$ cat src/rtl/sched_pkg.sv
package sched_pkg;

    typedef enum logic [2:0] {
        ST_IDLE = 3'd0,
        ST_RD1  = 3'd1,
        ST_EV1  = 3'd2,
        ST_TURN = 3'd3,
        ST_RD2  = 3'd4,
        ST_WR2  = 3'd5,
        ST_FIN  = 3'd6
    } sched_state_e;

endpackage

$ cat src/rtl/sched_ready_vec.sv
module sched_ready_vec #(
    parameter int NUM_THREADS = 8
) (
    input  logic                   clk,
    input  logic                   rst_n,
    input  logic [NUM_THREADS-1:0] set_i,
    input  logic [NUM_THREADS-1:0] clr_i,
    output logic [NUM_THREADS-1:0] vec_o
);

    logic [NUM_THREADS-1:0] vec_d, vec_q;

    always_comb begin
        vec_d = (vec_q | set_i) & ~clr_i;
    end

    always_ff @(posedge clk) begin
        if (!rst_n) vec_q <= '0;
        else        vec_q <= vec_d;
    end

    assign vec_o = vec_q;

endmodule

$ cat src/rtl/sched_key_cmp.sv
module sched_key_cmp #(
    parameter int PRIO_W = 4,
    parameter int WCNT_W = 3,
    localparam int KEY_W = PRIO_W + WCNT_W
) (
    input  logic [PRIO_W-1:0] cand_prio,
    input  logic [WCNT_W-1:0] cand_wcnt,
    input  logic              have_best,
    input  logic [KEY_W-1:0]  best_key,
    output logic              take
);

    logic [KEY_W-1:0] cand_key;

    always_comb begin
        cand_key = {cand_prio, cand_wcnt};
        // strict compare keeps the earlier (lower) ID on a tie
        take = (cand_prio != '0) && (!have_best || (cand_key > best_key));
    end

endmodule

$ cat src/rtl/sched_wcnt_upd.sv
module sched_wcnt_upd #(
    parameter int PRIO_W = 4,
    parameter int WCNT_W = 3
) (
    input  logic [WCNT_W-1:0] old_wcnt,
    input  logic [PRIO_W-1:0] cand_prio,
    input  logic [PRIO_W-1:0] win_prio,
    input  logic              is_winner,
    input  logic              dec_all,
    output logic [WCNT_W-1:0] new_wcnt
);

    localparam logic [WCNT_W-1:0] WMAX = '1;

    logic [WCNT_W-1:0] base;

    always_comb begin
        base = dec_all ? (old_wcnt - 1'b1) : old_wcnt;
        if (is_winner)
            new_wcnt = '0;
        else if (cand_prio == win_prio)
            new_wcnt = (base == WMAX) ? WMAX : (base + 1'b1);
        else
            new_wcnt = base;
    end

endmodule

$ cat src/rtl/fair_thread_sched.sv
module fair_thread_sched #(
    parameter int NUM_THREADS = 8,
    parameter int PRIO_W      = 4,
    localparam int TID_W      = $clog2(NUM_THREADS),
    localparam int KEY_W      = PRIO_W + TID_W,
    localparam int DESC_W     = 1 + 2 * TID_W + PRIO_W
) (
    input  logic                   clk,
    input  logic                   rst_n,
    input  logic                   start,
    output logic                   done,
    input  logic [NUM_THREADS-1:0] rdy_set,
    input  logic [NUM_THREADS-1:0] rdy_clr,
    output logic [NUM_THREADS-1:0] ready_vec,
    output logic                   mem_en,
    output logic                   mem_we,
    output logic [TID_W-1:0]       mem_addr,
    output logic [DESC_W-1:0]      mem_wdata,
    input  logic [DESC_W-1:0]      mem_rdata,
    output logic                   sel_valid,
    output logic [TID_W-1:0]       sel_tid,
    output logic [PRIO_W-1:0]      sel_prio
);
    import sched_pkg::*;

    typedef struct packed {
        sched_state_e           st;
        logic [NUM_THREADS-1:0] snap;
        logic [TID_W-1:0]       idx;
        logic                   best_v;
        logic [TID_W-1:0]       best_id;
        logic [KEY_W-1:0]       best_key;
        logic                   all_pos;
        logic                   sel_v;
        logic [TID_W-1:0]       sel_id;
        logic [PRIO_W-1:0]      sel_p;
    } regs_t;

    regs_t r_d, r_q;

    logic [TID_W-1:0]  rd_wcnt;
    logic [PRIO_W-1:0] rd_prio;
    logic [TID_W-1:0]  new_wcnt;
    logic              take;
    logic              at_last;
    logic              is_win;

    assign rd_wcnt = mem_rdata[TID_W-1:0];
    assign rd_prio = mem_rdata[TID_W +: PRIO_W];
    assign at_last = (r_q.idx == TID_W'(NUM_THREADS - 1));
    assign is_win  = r_q.best_v && (r_q.idx == r_q.best_id);

    sched_ready_vec #(.NUM_THREADS(NUM_THREADS)) u_ready (
        .clk   (clk),
        .rst_n (rst_n),
        .set_i (rdy_set),
        .clr_i (rdy_clr),
        .vec_o (ready_vec)
    );

    sched_key_cmp #(.PRIO_W(PRIO_W), .WCNT_W(TID_W)) u_cmp (
        .cand_prio (rd_prio),
        .cand_wcnt (rd_wcnt),
        .have_best (r_q.best_v),
        .best_key  (r_q.best_key),
        .take      (take)
    );

    sched_wcnt_upd #(.PRIO_W(PRIO_W), .WCNT_W(TID_W)) u_upd (
        .old_wcnt  (rd_wcnt),
        .cand_prio (rd_prio),
        .win_prio  (r_q.best_key[KEY_W-1 -: PRIO_W]),
        .is_winner (is_win),
        .dec_all   (r_q.all_pos),
        .new_wcnt  (new_wcnt)
    );

    always_comb begin
        r_d       = r_q;
        done      = 1'b0;
        mem_en    = 1'b0;
        mem_we    = 1'b0;
        mem_addr  = r_q.idx;
        mem_wdata = {mem_rdata[DESC_W-1:TID_W], new_wcnt};

        case (r_q.st)
            ST_IDLE: begin
                if (start) begin
                    r_d.st       = ST_RD1;
                    r_d.snap     = ready_vec;
                    r_d.idx      = '0;
                    r_d.best_v   = 1'b0;
                    r_d.best_id  = '0;
                    r_d.best_key = '0;
                    r_d.all_pos  = 1'b1;
                end
            end
            ST_RD1: begin
                if (r_q.snap[r_q.idx]) begin
                    mem_en = 1'b1;
                    r_d.st = ST_EV1;
                end else if (at_last) begin
                    r_d.st = ST_TURN;
                end else begin
                    r_d.idx = r_q.idx + 1'b1;
                end
            end
            ST_EV1: begin
                if (rd_wcnt == '0) r_d.all_pos = 1'b0;
                if (take) begin
                    r_d.best_v   = 1'b1;
                    r_d.best_id  = r_q.idx;
                    r_d.best_key = {rd_prio, rd_wcnt};
                end
                if (at_last) begin
                    r_d.st = ST_TURN;
                end else begin
                    r_d.idx = r_q.idx + 1'b1;
                    r_d.st  = ST_RD1;
                end
            end
            ST_TURN: begin
                if (r_q.best_v) begin
                    r_d.idx = '0;
                    r_d.st  = ST_RD2;
                end else begin
                    r_d.st = ST_FIN;
                end
            end
            ST_RD2: begin
                if (r_q.snap[r_q.idx]) begin
                    mem_en = 1'b1;
                    r_d.st = ST_WR2;
                end else if (at_last) begin
                    r_d.st = ST_FIN;
                end else begin
                    r_d.idx = r_q.idx + 1'b1;
                end
            end
            ST_WR2: begin
                mem_en = 1'b1;
                mem_we = 1'b1;
                if (at_last) begin
                    r_d.st = ST_FIN;
                end else begin
                    r_d.idx = r_q.idx + 1'b1;
                    r_d.st  = ST_RD2;
                end
            end
            ST_FIN: begin
                done   = 1'b1;
                r_d.st = ST_IDLE;
            end
            default: r_d.st = ST_IDLE;
        endcase

        if (r_d.st == ST_FIN && r_q.st != ST_FIN) begin
            r_d.sel_v  = r_d.best_v;
            r_d.sel_id = r_d.best_id;
            r_d.sel_p  = r_d.best_key[KEY_W-1 -: PRIO_W];
        end
    end

    always_ff @(posedge clk) begin
        if (!rst_n) r_q <= '0;
        else        r_q <= r_d;
    end

    assign sel_valid = r_q.sel_v;
    assign sel_tid   = r_q.sel_id;
    assign sel_prio  = r_q.sel_p;

endmodule

$ cat config.mk
export PLATFORM = sky130hd
export DESIGN_NAME = fair_thread_sched
export DESIGN_NICKNAME = d
export VERILOG_FILES = /design/src/rtl/sched_pkg.sv /design/src/rtl/sched_ready_vec.sv /design/src/rtl/sched_key_cmp.sv /design/src/rtl/sched_wcnt_upd.sv /design/src/rtl/fair_thread_sched.sv
export SDC_FILE = /design/constraint.sdc
export NUM_CORES = 1
export LEC_CHECK = 0
export ABC_AREA = 1
export BUFFER_PORTS_ARGS = -buffer_cell sky130_fd_sc_hd__buf_2
export CAP_MARGIN = 20
export CORE_ASPECT_RATIO = 0.7
export CORE_MARGIN = 8
export CORE_UTILIZATION = 50
export CTS_BUF_LIST = sky130_fd_sc_hd__clkbuf_8
export CTS_CLUSTER_SIZE = 12
export DETAILED_ROUTE_END_ITERATION = 8
export GPL_TIMING_DRIVEN = 0
export PLACE_DENSITY = 0.83
export SYNTH_ARGS = -nofsm -noshare
export SYNTH_HDL_FRONTEND = slang
export SYNTH_SLANG_ARGS = --single-unit
$ cat constraint.sdc
create_clock -name clk -period 5.1 [get_ports clk]
set_clock_uncertainty 0.05 [all_clocks]
set_input_delay 1.02 -clock clk [delete_from_list [all_inputs] [get_ports clk]]
set_output_delay 1.02 -clock clk [all_outputs]
set_load 0.03 [all_outputs]
==> impl_metrics.toml <==
[critical_path]
crit_slowest_cell = "ha_1"
critical-path-top-delay-family = "adder cells"
arrival_ps = 2620
critPathCaptureType = "output port"
reg2regPathDepth = 14
critPathMaxStageDelay_ps = 280
critPathKind = "input port to output port"
cp_max_fo = 3
crit_required_ps = 4030
cp.depth = 9
critical_path_buf_inv_count = 3
crit_chain = "buf_2 > inv_1 > ha_1 > o21ai_0 > ha_1 > and2_1 > nor3_1 > a211oi_1 > buf_2"
cp-start-kind = "input port"

[layout]
diodes = 0
drive_above_1_share_pct = 26.4
post-route-util_pct = 63.4
syn2layout_area_growth_pct = 19.8
nNetsFinal = 435

[clock_network]
cts_setup_buffers = 0
clock_tree.buffer_depth = 2
clock-root-buffer = "clkbuf_8"
cts_made_buffers = 5
ctsResizeCount = 0
cts_num_sinks = 42
clkLatencyLatePin_ps = 300
hold_buffers = 0
cts_tree = "yes"
clkTransAtPathRegs_ps = 80
cts.htree.levels = 2

[logic_synthesis]
ys_ff_latch = 42
yosys-top-cells-area = "dfxtp_1 (36%), nand2_1 (11%), inv_1 (6.8%)"
synth_most_common_cell = "nand2_1"
netlist_instances = 329
yosysSeqAreaShare_pct = 36.1
yosysTopAreaCell = "dfxtp_1"
yosysUniqueCellTypes = 32
yosys_most_used_dff = "dfxtp_1"
yosysTopAreaCellShare_pct = 36.1
synth_fp_nets = 371
ys_warn_count = 0
synthArstFlopShare_pct = 0
syn_avg_cell_area_um2 = 7.09
synth_top_cells_by_count = "nand2_1 (66), dfxtp_1 (42), inv_1 (42)"
synth_area_um2 = 2330
synth_edf_count = 0

[timing]
finalSetupViolations = 0
slew_headroom_pct = 56.3
rsz0062_at_grt = "no"
tns_ps = 0
clock.fmax_mhz = 271
finalHoldViolCount = 0
worstMarginPinSlew_ps = 649
finalCritPeriodShare_pct = 72.4
period_needed_ps = 3690
slew_violations = 0

[pwr]
p_leak_uw = 0.00148
internal_power_uw = 682
ir_drop_v = 0.000406
p_per_area_nw_per_um2 = 409
p_sw_uw = 460
switching_share_pct = 40.3
power_frac_clock_pct = 22.3
seqPwrFrac_pct = 36.3
p_comb_share_pct = 41.4

[global_route]
grt_overflow = 0
grt_max_degree = 13
first_global_vias = 1995
grtUsageTotal_pct = 15.2
grt_pass1_wl_mm = 9.09
antenna_found_initial = 0

[routing]
detail_route.wl_per_cell_um = 12.2
drt-total-wl_mm = 5.47
drcViolationCount = 0
via_count = 2205
drtAntennaViolNets = 0
dr.first_iter.drc_count = 123
viasPerCell = 4.91
firstDrtPassIters = 4

[floorplanning]
fp.dieW_um = 97.6
rows = 20
die_y_um = 73.1
start_util_pct = 52.9
die_area_um2 = 7140
ios = 63
core_um2 = 4400

[worst_hold_path]
hold_class = "flip-flop to flip-flop"
min_path_cells = 2

[place]
io_buffer_count = 57
gp_congestion = 0.905
dpl.hpwl_mm = 4.36

[job]
cap_violations = 0

[run_status]
status = "complete, no violations"
[kinds of logic after synthesis]
logic type | share of synthesized area [%]
xor gates and xnor gates | 1.88
AOI/OAI and AO/OA | 10.0
adders and majority gates | 6.44
DFF | 36.1
buffers and inverters | 16.1
and+or+nand+nor | 29.5
[per-layer routing]
layer / wire (um) / track usage [%] / up-vias
met4: 56 / 4.85 / 0
met3: 446 / 5.96 / 7
met5: 0 / 0 / -
met2: 2310 / 23.6 / 56
li1: - / - / 1158
met1: 2660 / 19.0 / 984
[cell type report]
type                            instances  area, um^2
Buffer                                 28         200
Clock buffer                            5        68.8
Clock inverter                          3        37.5
Fill cell                             404        1610
Inverter                               46         175
Multi-Input combinational cell        213        1110
Sequential cell                        42         841
Tap cell                               55        68.8
Timing Repair Buffer                   57         285
[final timing paths]
kind,from,endpoint,slack (ps)
setup / recovery,mem_rdata[0],mem_wdata[0],1410
hold / removal,r_q[30]$_SDFFE_PN0P_,r_q[30]$_SDFFE_PN0P_,410
setup reg to reg,r_q[14]$_SDFF_PN0_,sel_tid[1]$_SDFFE_PN0P_,3130
hold reg to reg,r_q[30]$_SDFFE_PN0P_,r_q[30]$_SDFFE_PN0P_,410
[layout by cell type, fill, tap and decap left out, types with 3 or more instances in the layout]
master,netlist,routed
buf_4,19,19
nand2_1,66,66
nand3_2,3,3
nor3_1,14,14
nor2_1,31,31
buf_2,1,58
o21ai_0,11,11
inv_1,42,44
xor2_1,3,3
ha_1,12,12
a21oi_1,29,29
buf_6,3,3
clkbuf_1,5,5
dfxtp_1,42,42
nand3_1,21,21
nand2_2,6,6
clkbuf_8,0,5
[power groups by stage]
stage | sequential, uW | clock [uW] | combinational (uW)
floorplan | 417 | 0 | 357
global placement | 418 | 0 | 452
detailed placement | 421 | 0 | 466
CTS | 414 | 259 | 470
global route | 421 | 274 | 523
finish | 415 | 255 | 472
[worst register-to-register path, stage by stage (launching register included)]
cell and delay (ps):
dfxtp_1 350, inv_1 50, ha_1 270, nand2_1 70, nor2_2 200, nand2_1 90, nand2_1 70, nand2_1 70
nand2_1 60, nand3_1 90, buf_4 190, nand3_1 90, nand2_1 70, nor2_1 80, nor2_1 50
[state kept, by name (all words and copies together) (netlist names)]
register,count
sel_prio,4
r_q,23
sel_valid,1
u_ready.vec_o,8
mem_addr,3
sel_tid,3
[metrics by stage]
step                      hold WS [ps]  instance area (um^2)  setup WS [ps]  instances  power (uW)
after floorplan                    379                  2330           1330        329         774
after global placement             392                  2690           1460        441         871
after detailed placement           399                  2690           1430        441         887
after CTS                          412                  2790           1430        449        1140
after global routing               439                  2790           1330        449        1220
final                              411                  2790           1410        449        1140
No activity file was read; power rests on OpenSTA's default activity.
